### src/rtl/lvl_irq_pkg.sv
package lvl_irq_pkg;
  localparam int LVL_W = 4;
  typedef logic [LVL_W-1:0] lvl_t;
  localparam lvl_t CODE_IDLE = '1;
endpackage

### src/rtl/lvl_sync_filter.sv
module lvl_sync_filter #(
  parameter int W = 4
) (
  input  logic         clk,
  input  logic         rst,
  input  logic [W-1:0] din,
  output logic [W-1:0] dout
);
  localparam logic [W-1:0] IDLE = '1;

  logic [W-1:0] s1, s2, s3;

  // two synchronizer flops, then one flop holding the previous sample
  always_ff @(posedge clk) begin
    if (rst) begin
      s1   <= IDLE;
      s2   <= IDLE;
      s3   <= IDLE;
      dout <= IDLE;
    end else begin
      s1 <= din;
      s2 <= s1;
      s3 <= s2;
      if (s2 == s3) dout <= s2;
    end
  end

  // filtered code changes only after two equal input samples
  p_stable_before_change_r9: assert property (@(posedge clk) disable iff (rst)
    (dout != $past(dout)) |-> ($past(din, 3) == $past(din, 4)));
endmodule

### src/rtl/lvl_pick.sv
module lvl_pick #(
  parameter int W = 4
) (
  input  logic [W-1:0] code_a,
  input  logic [W-1:0] code_b,
  input  logic         b_on,
  output logic [W-1:0] win_level,
  output logic         win_b
);
  logic [W-1:0] lvl_a, lvl_b;

  // all-ones minus code equals bitwise inversion
  always_comb begin
    lvl_a = ~code_a;
    lvl_b = b_on ? ~code_b : '0;
    win_b = (lvl_b > lvl_a);
    win_level = win_b ? lvl_b : lvl_a;
  end
endmodule

### src/rtl/lvl_irq_arbiter.sv
module lvl_irq_arbiter
  import lvl_irq_pkg::*;
#(
  parameter int W = LVL_W
) (
  input  logic         clk,
  input  logic         rst,
  input  logic [W-1:0] bus_a_n,
  input  logic [W-1:0] bus_b_n,
  input  logic         level_mode_en,
  input  logic         bus_b_en,
  input  logic [W-1:0] irq_mask,
  input  logic         standby,
  input  logic         slow_osc_sel,
  output logic         irq_req,
  output logic [W-1:0] irq_level,
  output logic         irq_src_b,
  output logic         wake
);
  localparam int NBUS = 2;

  logic [W-1:0] raw   [NBUS];
  logic [W-1:0] clean [NBUS];
  logic [W-1:0] win_level;
  logic         win_b;
  logic         b_on;
  logic         accept;

  assign raw[0] = bus_a_n;
  assign raw[1] = bus_b_n;

  for (genvar g = 0; g < NBUS; g++) begin : g_bus
    lvl_sync_filter #(.W(W)) filt_i (
      .clk  (clk),
      .rst  (rst),
      .din  (raw[g]),
      .dout (clean[g])
    );
  end

  assign b_on = level_mode_en & bus_b_en;

  lvl_pick #(.W(W)) pick_i (
    .code_a    (clean[0]),
    .code_b    (clean[1]),
    .b_on      (b_on),
    .win_level (win_level),
    .win_b     (win_b)
  );

  assign accept = (win_level > irq_mask);

  always_ff @(posedge clk) begin
    if (rst) begin
      irq_req   <= 1'b0;
      irq_level <= '0;
      irq_src_b <= 1'b0;
      wake      <= 1'b0;
    end else begin
      irq_req   <= accept;
      irq_level <= accept ? win_level : '0;
      irq_src_b <= accept & win_b;
      wake      <= accept & standby & slow_osc_sel;
    end
  end

  // a raised request is above the mask sampled at its edge
  p_req_above_mask_r5: assert property (@(posedge clk) disable iff (rst)
    irq_req |-> (irq_level > $past(irq_mask)));
  // no request means level reads zero
  p_idle_level_zero_r5: assert property (@(posedge clk) disable iff (rst)
    !irq_req |-> (irq_level == '0));
  // wake only with a request, standby and slow oscillator
  p_wake_gated_r7: assert property (@(posedge clk) disable iff (rst)
    wake |-> (irq_req && $past(standby) && $past(slow_osc_sel)));
  // bus B can be the source only when both control bits were set
  p_src_b_gated_r2: assert property (@(posedge clk) disable iff (rst)
    irq_src_b |-> (irq_req && $past(level_mode_en) && $past(bus_b_en)));
endmodule

### config.mk
export PLATFORM = sky130hd
export DESIGN_NAME = lvl_irq_arbiter
export DESIGN_NICKNAME = d
export VERILOG_FILES = /design/src/rtl/lvl_irq_pkg.sv /design/src/rtl/lvl_sync_filter.sv /design/src/rtl/lvl_pick.sv /design/src/rtl/lvl_irq_arbiter.sv
export SDC_FILE = /design/constraint.sdc
export NUM_CORES = 1
export LEC_CHECK = 0
export BUFFER_PORTS_ARGS = -buffer_cell sky130_fd_sc_hd__buf_2
export CAP_MARGIN = 0
export CORE_MARGIN = 2
export CORE_UTILIZATION = 58
export CTS_CLUSTER_SIZE = 30
export DETAILED_ROUTE_END_ITERATION = 10
export HOLD_SLACK_MARGIN = 0.02
export PLACE_DENSITY_LB_ADDON = 0.3
export SLEW_MARGIN = 0
export SYNTH_ARGS = -nofsm -noshare
export SYNTH_HDL_FRONTEND = slang
export SYNTH_SLANG_ARGS = --single-unit
### constraint.sdc
create_clock -name clk -period 3.95 [get_ports clk]
set_input_delay 0.395 -clock clk [delete_from_list [all_inputs] [get_ports clk]]
set_output_delay 0.395 -clock clk [all_outputs]
set_load 0.01 [all_outputs]
Yosys cells after proc, flatten, opt, wreduce, memory -nomap -nowiden
Index checks and enable logic that the tools add are counted.

Register bits after elaboration: 39. Input bits: 18. Output and inout bits: 7.

$lt $le $gt $ge: 2. Eq/ne operators: 2. Multiplexer cells: 2. Bitwise gates (word level): 7. Reductions and logical operators: 1.

Operators with widths (number): 4-bit equality test (2); 4-bit > comparator (2); 4-bit 2-to-1 mux (2); 4-bit inverter (2); 1-bit bitwise AND (4); 2-bit OR reduction (1); 1-bit inverter (1).

Longest topological paths before layout
Gate-level depths: netlist (run 1).

Word-level depth: 7. Gate-level depth with buffers: 13.

Hierarchy
Synthesis (run 1) repeated with hierarchy kept, for this count alone.

Cell total of the unflattened synthesis: 146. Area, all modules: 1569.0 um^2.

Modules (own cells, without submodules): lvl_sync_filter (times used 2, cells an instance 46, area an instance 508.0 um^2, seq. area each 320.3 um^2); lvl_irq_arbiter (times used 1, cells an instance 33, area an instance 350.3 um^2, seq. area each 140.1 um^2); lvl_pick (times used 1, cells an instance 21, area an instance 202.7 um^2, seq. area each 0.0 um^2).

Worst setup path after synthesis (run 1)
Ideal clock, no wire load.

Path kind: input to register. From: input level_mode_en. To: register wake. Setup time: 0.116 ns. Arrival time: 2.533 ns. Required time: 3.834 ns. Slack: 1.302 ns. Cell stages on the path: 13. Path buffers: 0. Path through: nand2_1 -> or2_2 -> ha_1 -> nand4_1 -> o21a_1 -> nand2_1 -> a21oi_1 -> ha_1 -> nor2b_4 -> o211a_4 -> o21ai_4 -> inv_2 -> and3_1.

Longest elaborated chain between the ends: 7.

RTL lines: start: declaration (line lvl_irq_arbiter.sv:10) `input logic level_mode_en,`; 1-bit bitwise AND (*) (line lvl_irq_arbiter.sv:41) `assign b_on = level_mode_en & bus_b_en;`; 4-bit 2-to-1 mux (*) (line lvl_pick.sv:15) `lvl_b = b_on ? ~code_b : '0;`; 4-bit > comparator (line lvl_pick.sv:16) `win_b = (lvl_b > lvl_a);`; 4-bit 2-to-1 mux (*) (line lvl_pick.sv:17) `win_level = win_b ? lvl_b : lvl_a;`; named net pick_i.win_level[1] (line lvl_pick.sv:7) `output logic [W-1:0] win_level,`; 4-bit > comparator (*) (line lvl_irq_arbiter.sv:51) `assign accept = (win_level > irq_mask);`; 1-bit bitwise AND (*) (2 in a row) (line lvl_irq_arbiter.sv:63) `wake <= accept & standby & slow_osc_sel;`; end signal: assignment (line lvl_irq_arbiter.sv:63); end: declaration (line lvl_irq_arbiter.sv:18) `output logic wake`.

The timed path passes the listed nets; every way through them passes the cells marked *. A chain may end at the register's enable or synchronous reset.

Final worst setup path (run 1)
From: register g_bus[1].filt_i.dout[0]. To: register wake.

Longest elaborated chain between the ends: 7.

RTL lines: start: declaration (line lvl_sync_filter.sv:7) `output logic [W-1:0] dout`; start signal: assignment (line lvl_sync_filter.sv:19) `dout <= IDLE;`; start signal: assignment (line lvl_sync_filter.sv:24) `if (s2 == s3) dout <= s2;`; 4-bit inverter (line lvl_pick.sv:15); 4-bit 2-to-1 mux (line lvl_pick.sv:15); 4-bit > comparator (line lvl_pick.sv:16); 4-bit 2-to-1 mux (line lvl_pick.sv:17); named net pick_i.win_level[1] (line lvl_pick.sv:7); 4-bit > comparator (line lvl_irq_arbiter.sv:51); 1-bit bitwise AND (2 in a row) (line lvl_irq_arbiter.sv:63).

The timed path passes the listed nets, and every way through them passes these cells.

==> metrics list, run 1 <==
* Maximum clock frequency: 0.357 GHz
- Commonest register cell after synthesis: sky130_fd_sc_hd__dfxtp_1
- At the worst endpoint, the arrival time is 3.05 ns.
- For the worst-skew pair, the clock arrives at the later sink with an insertion delay of 0.35 ns.
- Fraction of power consumed by the clock network: 0.292
- The root buffer cell chosen for the clock tree is sky130_fd_sc_hd__clkbuf_4.
- Routed Wire Length: 2510 um
* Proportion of layout cells with a drive suffix above 1: 0.371
- Entering global routing, the biggest net connects 34 pins.
* Leak pwr: 0.840 nW
- Remaining routing DRC violations: 0
* Yosys synthesis warning count: 0
* RSZ-0062 raised after global routing: false
- Data required time at the worst endpoint: 4.19 ns
- Sw Pwr: 0.259 mW
- The synthesized design contains 0 enable-type register cells.
- Number of buffers inserted to repair setup after CTS: 0
- Reg-to-reg critical path startpoint: g_bus[1].filt_i.dout[0]
- After detailed placement, the total cell area comes to 1660 um^2.
- Die extent in y: 55.0 um
- Least-Margin Pin Slew: 0.444 ns
* Clock-pin slew on the worst setup and hold paths: 0.12 ns
- Maximum fanout along the worst path: 7
* Setup crit start kind: flip-flop
- The worst setup path is captured at a flip-flop.
- The internal portion of the total power is 0.650 mW.
- The number of different library cells used by synthesis comes to 25.
* Number of global-route vias before repair: 925
* Portion of total power attributed to combinational logic: 0.226
- After global routing the overflow that remains totals 0.
- The clock drives 39 sinks.
- The flow ran to the end, and the final reports show no timing, DRC or antenna violations.
- Max Cap Violations: 0
* Antenna fix cells: 0
- TritonCTS built the clock tree.
- Finish-stage setup viols: 0
- Of the total power, the share spent switching nets is 0.285.
* Cells taking the most area after synthesis: sky130_fd_sc_hd__dfxtp_1, sky130_fd_sc_hd__or2_2, sky130_fd_sc_hd__ha_1
- Post-CTS repair changed the size of 0 cells.
- For the final database, setup skew stands at 0.0106 ns.
* CTS HTree Levels: 2
- Dividing the detail-routed via count by the number of cells gives 5.18.
- The worst register-to-register path has a setup slack of 1.15 ns.
- Final count of pins violating max slew: 0
- Final net count: 200
* Kind of critical path: flip-flop to flip-flop
- Overall via count from detail_route: 1062
- Final setup TNS: 0 ns
* Area share of the largest cell type after synthesis: 0.517
* Antenna violations before repair: 0
* Leading area contributor after synthesis: sky130_fd_sc_hd__dfxtp_1
- Fill cells in the final layout number 199.
- Instance count of the mapped netlist: 146
- Across the VDD grid, the largest voltage drop is 0.447 mV.
- Flop and latch count out of synthesis: 39
- Post-detail-place hpwl: 1720 um
- The number of cells on the worst reg-to-reg path is 12.
- Once detail routing completed, the nets flagged for antenna violations numbered 0.
- Clock buffer count from CTS: 5
- The clock passes through at most 2 buffers.
- FFs w/ async S/R, synth: 0
* Hold wc startpoint: bus_b_n[0]
- The floorplan step defined a die boundary enclosing 3030 um^2.
- Sequential share of the synthesized area: 0.517
- For this design, the CTS-stage hold fixing added 0 buffers.
* Placement Rows: 18
* PwrDens: 523 nW/um^2
- Port buffering added 24 buffers.
* Initial DRC count: 33
* Number of search-and-repair iterations in the first detailed-routing pass: 4
- Mapped Nets: 172
- For this configuration, the core starts out at a cell density of 0.610.
* Min cycle time layout: 2.80 ns
- WHS Endpoint: g_bus[1].filt_i.s1[0]
- Mean instance size in the synthesized netlist: 10.3 um^2
- Headroom to the max-slew limit: 0.704
* Fin. Hold Viols: 0
* Die boundary width: 55.0 um
* Final period util: 0.710
- The region available for standard cell placement spans 2480 um^2.
* Path class of the lowest-slack min-delay path: primary input to flip-flop
* Design Area, Final: 1740 um^2
- Part of the power in registers: 0.482
- Number of I/O pins: 25
- Dividing the detail-routed wire length by the instance count gives 12.2 um.
* Placer's final routability congestion estimate: 0.742
- FF-to-FF End: wake
* Total track usage: 0.189
- From synthesis to final layout, the design area changed by 15.1%.
* Hold Path Depth: 2
- Wire length of the first global-routing pass: 3860 um
- Fin Hold WS: 0.211 ns
* Synthesized area: 1510 um^2
-- cell families (layout without fill, tap and decap cells) --
family	count (synthesis)	after routing	synth area share
compound gates	26	26	0.143
xor+xnor	8	8	0.0464
fa+ha+maj	8	8	0.0663
buf+inv	16	45	0.0398
flops	39	39	0.517
simple gates	49	49	0.187
-- cell usage in the layout (no fill, tap or decap) --
cell type / count
sky130_fd_sc_hd__nand4_2: 2
sky130_fd_sc_hd__o21ai_1: 2
sky130_fd_sc_hd__nand4_1: 1
sky130_fd_sc_hd__a41oi_1: 1
sky130_fd_sc_hd__buf_2: 24
sky130_fd_sc_hd__xnor2_1: 8
sky130_fd_sc_hd__a21oi_1: 4
sky130_fd_sc_hd__nor2b_4: 1
sky130_fd_sc_hd__o21ai_4: 1
sky130_fd_sc_hd__o21a_1: 1
sky130_fd_sc_hd__nor2_1: 13
sky130_fd_sc_hd__and3_1: 1
sky130_fd_sc_hd__inv_1: 12
sky130_fd_sc_hd__clkinv_4: 1
sky130_fd_sc_hd__a211o_1: 8
sky130_fd_sc_hd__or2_2: 25
sky130_fd_sc_hd__clkinv_2: 1
sky130_fd_sc_hd__nor3_1: 3
sky130_fd_sc_hd__a211oi_2: 1
sky130_fd_sc_hd__clkbuf_4: 5
sky130_fd_sc_hd__ha_1: 8
sky130_fd_sc_hd__a21o_1: 2
sky130_fd_sc_hd__dfxtp_1: 39
sky130_fd_sc_hd__bufinv_16: 1
sky130_fd_sc_hd__nand2_1: 3
sky130_fd_sc_hd__o21a_2: 1
sky130_fd_sc_hd__inv_2: 1
sky130_fd_sc_hd__o211a_4: 1
sky130_fd_sc_hd__a211oi_1: 4
-- cells in the mapped netlist, types with 3 or more instances --
| cell | n |
|---|---|
| sky130_fd_sc_hd__nor3_1 | 3 |
| sky130_fd_sc_hd__xnor2_1 | 8 |
| sky130_fd_sc_hd__nor2_1 | 13 |
| sky130_fd_sc_hd__nand2_1 | 3 |
| sky130_fd_sc_hd__a211o_1 | 8 |
| sky130_fd_sc_hd__inv_1 | 12 |
| sky130_fd_sc_hd__ha_1 | 8 |
| sky130_fd_sc_hd__a21oi_1 | 4 |
| sky130_fd_sc_hd__a211oi_1 | 4 |
| sky130_fd_sc_hd__dfxtp_1 | 39 |
| sky130_fd_sc_hd__clkbuf_1 | 3 |
| sky130_fd_sc_hd__or2_2 | 25 |
-- registers in the layout (all words and copies together), names as in the netlist --
| signal | cells |
|---|---|
| g_bus.filt_i.dout | 8 |
| g_bus.filt_i.s1 | 8 |
| g_bus.filt_i.s2 | 8 |
| g_bus.filt_i.s3 | 8 |
| irq_level | 4 |
| irq_req | 1 |
| irq_src_b | 1 |
| wake | 1 |
-- layer usage --
metal | global-route usage | vias up | part of all wire | wire length, um
met1 | 0.206 | 470 | 0.41 | 1040
li1 | - | 543 | - | -
met2 | 0.317 | 40 | 0.50 | 1250
met3 | 0.0565 | 9 | 0.070 | 175
met4 | 0.122 | 0 | 0.017 | 42
met5 | 0 | - | 0 | 0
-- worst max-delay path, stage by stage (launching register included) --
cell                      delay, ns
sky130_fd_sc_hd__dfxtp_1       0.33
sky130_fd_sc_hd__or2_2         0.33
sky130_fd_sc_hd__ha_1          0.30
sky130_fd_sc_hd__nand4_1       0.12
sky130_fd_sc_hd__o21a_1        0.16
sky130_fd_sc_hd__nand2_1       0.15
sky130_fd_sc_hd__a21oi_1       0.20
sky130_fd_sc_hd__ha_1          0.26
sky130_fd_sc_hd__nor2b_4       0.13
sky130_fd_sc_hd__o211a_4       0.23
sky130_fd_sc_hd__o21ai_4       0.23
sky130_fd_sc_hd__inv_2         0.06
sky130_fd_sc_hd__and3_1        0.19
-- stage by stage --
stage | std cells | utilization | setup WS, ns | power [mW]
after global routing | 205 | 0.702 | 1.05 | 0.950
after detailed placement | 197 | 0.669 | 0.990 | 0.647
after floorplan | 146 | - | 1.30 | 0.598
after global placement | 197 | 0.669 | 1.13 | 0.633
after CTS | 205 | 0.702 | 1.18 | 0.913
final | 205 | 0.702 | 1.15 | 0.909
-- final cells by class --
class,instances,area [um^2],area share
Clock buffer,5,37.5,0.0216
Clock inverter,3,43.8,0.0252
Inverter,13,48.8,0.0281
Multi-Input combinational cell,91,669,0.385
Sequential cell,39,781,0.449
Tap cell,30,37.5,0.0216
Timing Repair Buffer,24,120,0.0691
-- how the worst max path moves through the flow --
stage	from	to
CTS	g_bus[1].filt_i.dout[0]	wake
global route	g_bus[1].filt_i.dout[0]	wake
finish	g_bus[1].filt_i.dout[0]	wake
floorplan	level_mode_en	wake
global placement	level_mode_en	wake
detailed placement	level_mode_en	wake
-- power by group through the flow --
stage	Clock, mW	Sequential [mW]	Combinational, mW
after floorplan	0	0.450	0.148
after global placement	0	0.446	0.187
after detailed placement	0	0.447	0.200
after CTS	0.271	0.438	0.203
after global routing	0.283	0.442	0.225
final	0.265	0.438	0.205
No activity file was read; power rests on OpenSTA's default activity.
==> inputs of run 2 (changes only) <==
Settings changed: CORE_UTILIZATION 58 to 54.
Clock period 3.95 ns to 2.58 ns, I/O delays scaled along.
==> run 2 against run 1 <==
  * Sequential power up 54%
  * The flow now finishes with violations (setup timing)
  * Via count up 5.9%
  * Global-route usage down 0.25 points
  * Design area up 13%
  * Setup slack worse by 1.2 ns
  * Fmax up 6.3%
==> metrics list, run 2 (same netlist as run 1, synthesis figures left out) <==
* Number of I/O pins: 25
* Placeable Area: 2710 um^2
- Filler instances: 201
* Final count of pins violating max slew: 0
* Headroom to the max-slew limit: 0.699
- The critical path in this run is classified as flip-flop to flip-flop.
* Via density per instance: 5.21
- In the global route stage, overall resource usage came out at 0.186.
* Max Cap Violations: 0
- Of all nets on the critical path, the largest fanout is 5.
- CTS HTree Levels: 2
- Number of non-filler instances in the completed layout: 216
- Routed Wire Length: 2980 um
- Number of search-and-repair iterations in the first detailed-routing pass: 4
- The initialized floorplan defines 19 standard-cell rows.
- STA classifies the critical path startpoint as a flip-flop.
* Setup slack of the worst register-to-register path: -0.06 ns
* Depth of the worst register-to-register path: 12
- For the worst-skew pair, the clock arrives at the later sink with an insertion delay of 0.34 ns.
- Finish-stage setup viols: 5
* Min cycle time layout: 2.64 ns
- IO buf count: 24
- Proportion of layout cells with a drive suffix above 1: 0.519
- Clock-pin slew was measured on the worst setup and hold paths at 0.11 ns.
- The checks that failed: setup timing.
- Fin Hold WS: 0.0876 ns
* Antenna violations before repair: 0
- Tot Pwr: 1.66 mW
- Setup repair after global routing could not meet its margin everywhere.
- The run finished, with violations left.
* Placer's final routability congestion estimate: 0.784
- The number of placed instances, taps included, is 204.
* Arrival time reported for the critical path endpoint: 2.87 ns
- The final number of hold-violating endpoints was 0.
- The worst setup path is captured at a flip-flop.
- Least-Margin Pin Slew: 0.452 ns
- Wire length per cell after detailed routing: 13.8 um
* Worst vdd rail ir drop: 0.715 mV
- Wire length of the first global-routing pass: 4420 um
- Clock skew: 0.0141 ns
* PwrDens: 843 nW/um^2
* Hold Path Depth: 2
- The floorplan step set the die height to 56.9 um.
- For the worst setup path, the data required time is 2.82 ns.
- Design Area, Final: 1960 um^2
- Remaining number of nets flagged by the antenna check after routing: 0
* Final core area utilization: 0.725
- The repair_antennas step left the layout with diodes totalling 0.
- In this run the deepest clock path goes through 2 buffers.
- Leak pwr: 0.905 nW
- Number of global-route vias before repair: 1032
- Entering global routing, the biggest net connects 34 pins.
- Maximum clock frequency: 0.379 GHz
* Remaining routing DRC violations: 0
- Total gr overflow: 0
- TritonCTS built the clock tree.
* Overall via count from detail_route: 1125
- The initial utilization of the core area, before any placement, comes to 0.557.
- The detailed router finished its first iteration with 18 violations.
* Final net count: 210
- Leaving out fill and tap cells, the most frequent cell in the layout is sky130_fd_sc_hd__dfxtp_1.
* Die boundary width: 56.9 um
- Final period util: 1.02
- The root buffer cell chosen for the clock tree is sky130_fd_sc_hd__clkbuf_4.
- Cell area after placement: 1700 um^2
- Clock buffer count from CTS: 5
- Path class of the lowest-slack min-delay path: primary input to flip-flop
- TritonCTS sink count: 39
- Most used cells in the layout excluding fill and tap cells: sky130_fd_sc_hd__dfxtp_1, sky130_fd_sc_hd__or2_2, sky130_fd_sc_hd__buf_2
- From synthesis to final layout, the design area changed by 30.1%.
* Post-detail-place hpwl: 1780 um
- DIE AREA: 3240 um^2
- Once routing completed, OpenROAD measured the worst setup slack at -0.0567 ns.
run 2: power by group:
part           switching (mW)  total, mW  internal (mW)
sequential             0.0268      0.676          0.649
clock                   0.188      0.490          0.302
combinational           0.254      0.489          0.235
run 2: cell type report:
cell class              instances  area, um^2  share of cell area
multi-input cells              91         795               0.404
clock inverters                 2        60.1              0.0306
repair buffers                 34         199               0.101
well taps                      31        38.8              0.0197
clock buffers                   6        41.3              0.0210
flip-flops and latches         39         782               0.398
inverters                      13        48.8              0.0248
run 2: path summary, 6_finish.rpt:
check | start | to
hold / removal | bus_a_n[2] | g_bus[0].filt_i.s1[2]
setup / recovery | g_bus[1].filt_i.dout[0] | wake
setup reg to reg | g_bus[1].filt_i.dout[0] | wake
hold reg to reg | g_bus[1].filt_i.s1[1] | g_bus[1].filt_i.s2[1]
run 2: metrics by stage:
stage | worst slack (ns) | setup TNS, ns
global placement | -0.0747 | -0.312
CTS | 0.00582 | 0
floorplan | 0.0685 | 0
detailed placement | -0.245 | -1.17
finish | -0.0567 | -0.147
global route | -0.162 | -0.812
run 2: what timing repair did:
action	CTS	global route
gates resized for setup	19	8
endpoints found under the setup margin	6	6
gates cloned	0	0
pin swaps	8	5
hold endpoints to repair	0	0
hold buffers	0	0
setup buffers	2	2
run 2: layer usage:
metal,part of all wire,up-vias,GRT usage
met5,0,-,0
met4,0.038,0,0.133
met3,0.053,12,0.0599
met2,0.51,37,0.300
met1,0.40,511,0.204
li1,-,565,-
run 2: critical path, cell delays in order (launching register included):
cell and delay (ns):
sky130_fd_sc_hd__dfxtp_2 0.34, sky130_fd_sc_hd__or2_4 0.26, sky130_fd_sc_hd__ha_4 0.26, sky130_fd_sc_hd__nand4_1 0.16
sky130_fd_sc_hd__o21a_1 0.20, sky130_fd_sc_hd__nand2_2 0.16, sky130_fd_sc_hd__a21oi_2 0.07, sky130_fd_sc_hd__ha_1 0.32
sky130_fd_sc_hd__buf_4 0.16, sky130_fd_sc_hd__a21o_1 0.17, sky130_fd_sc_hd__o21ai_4 0.17, sky130_fd_sc_hd__inv_2 0.06
sky130_fd_sc_hd__and3_4 0.18
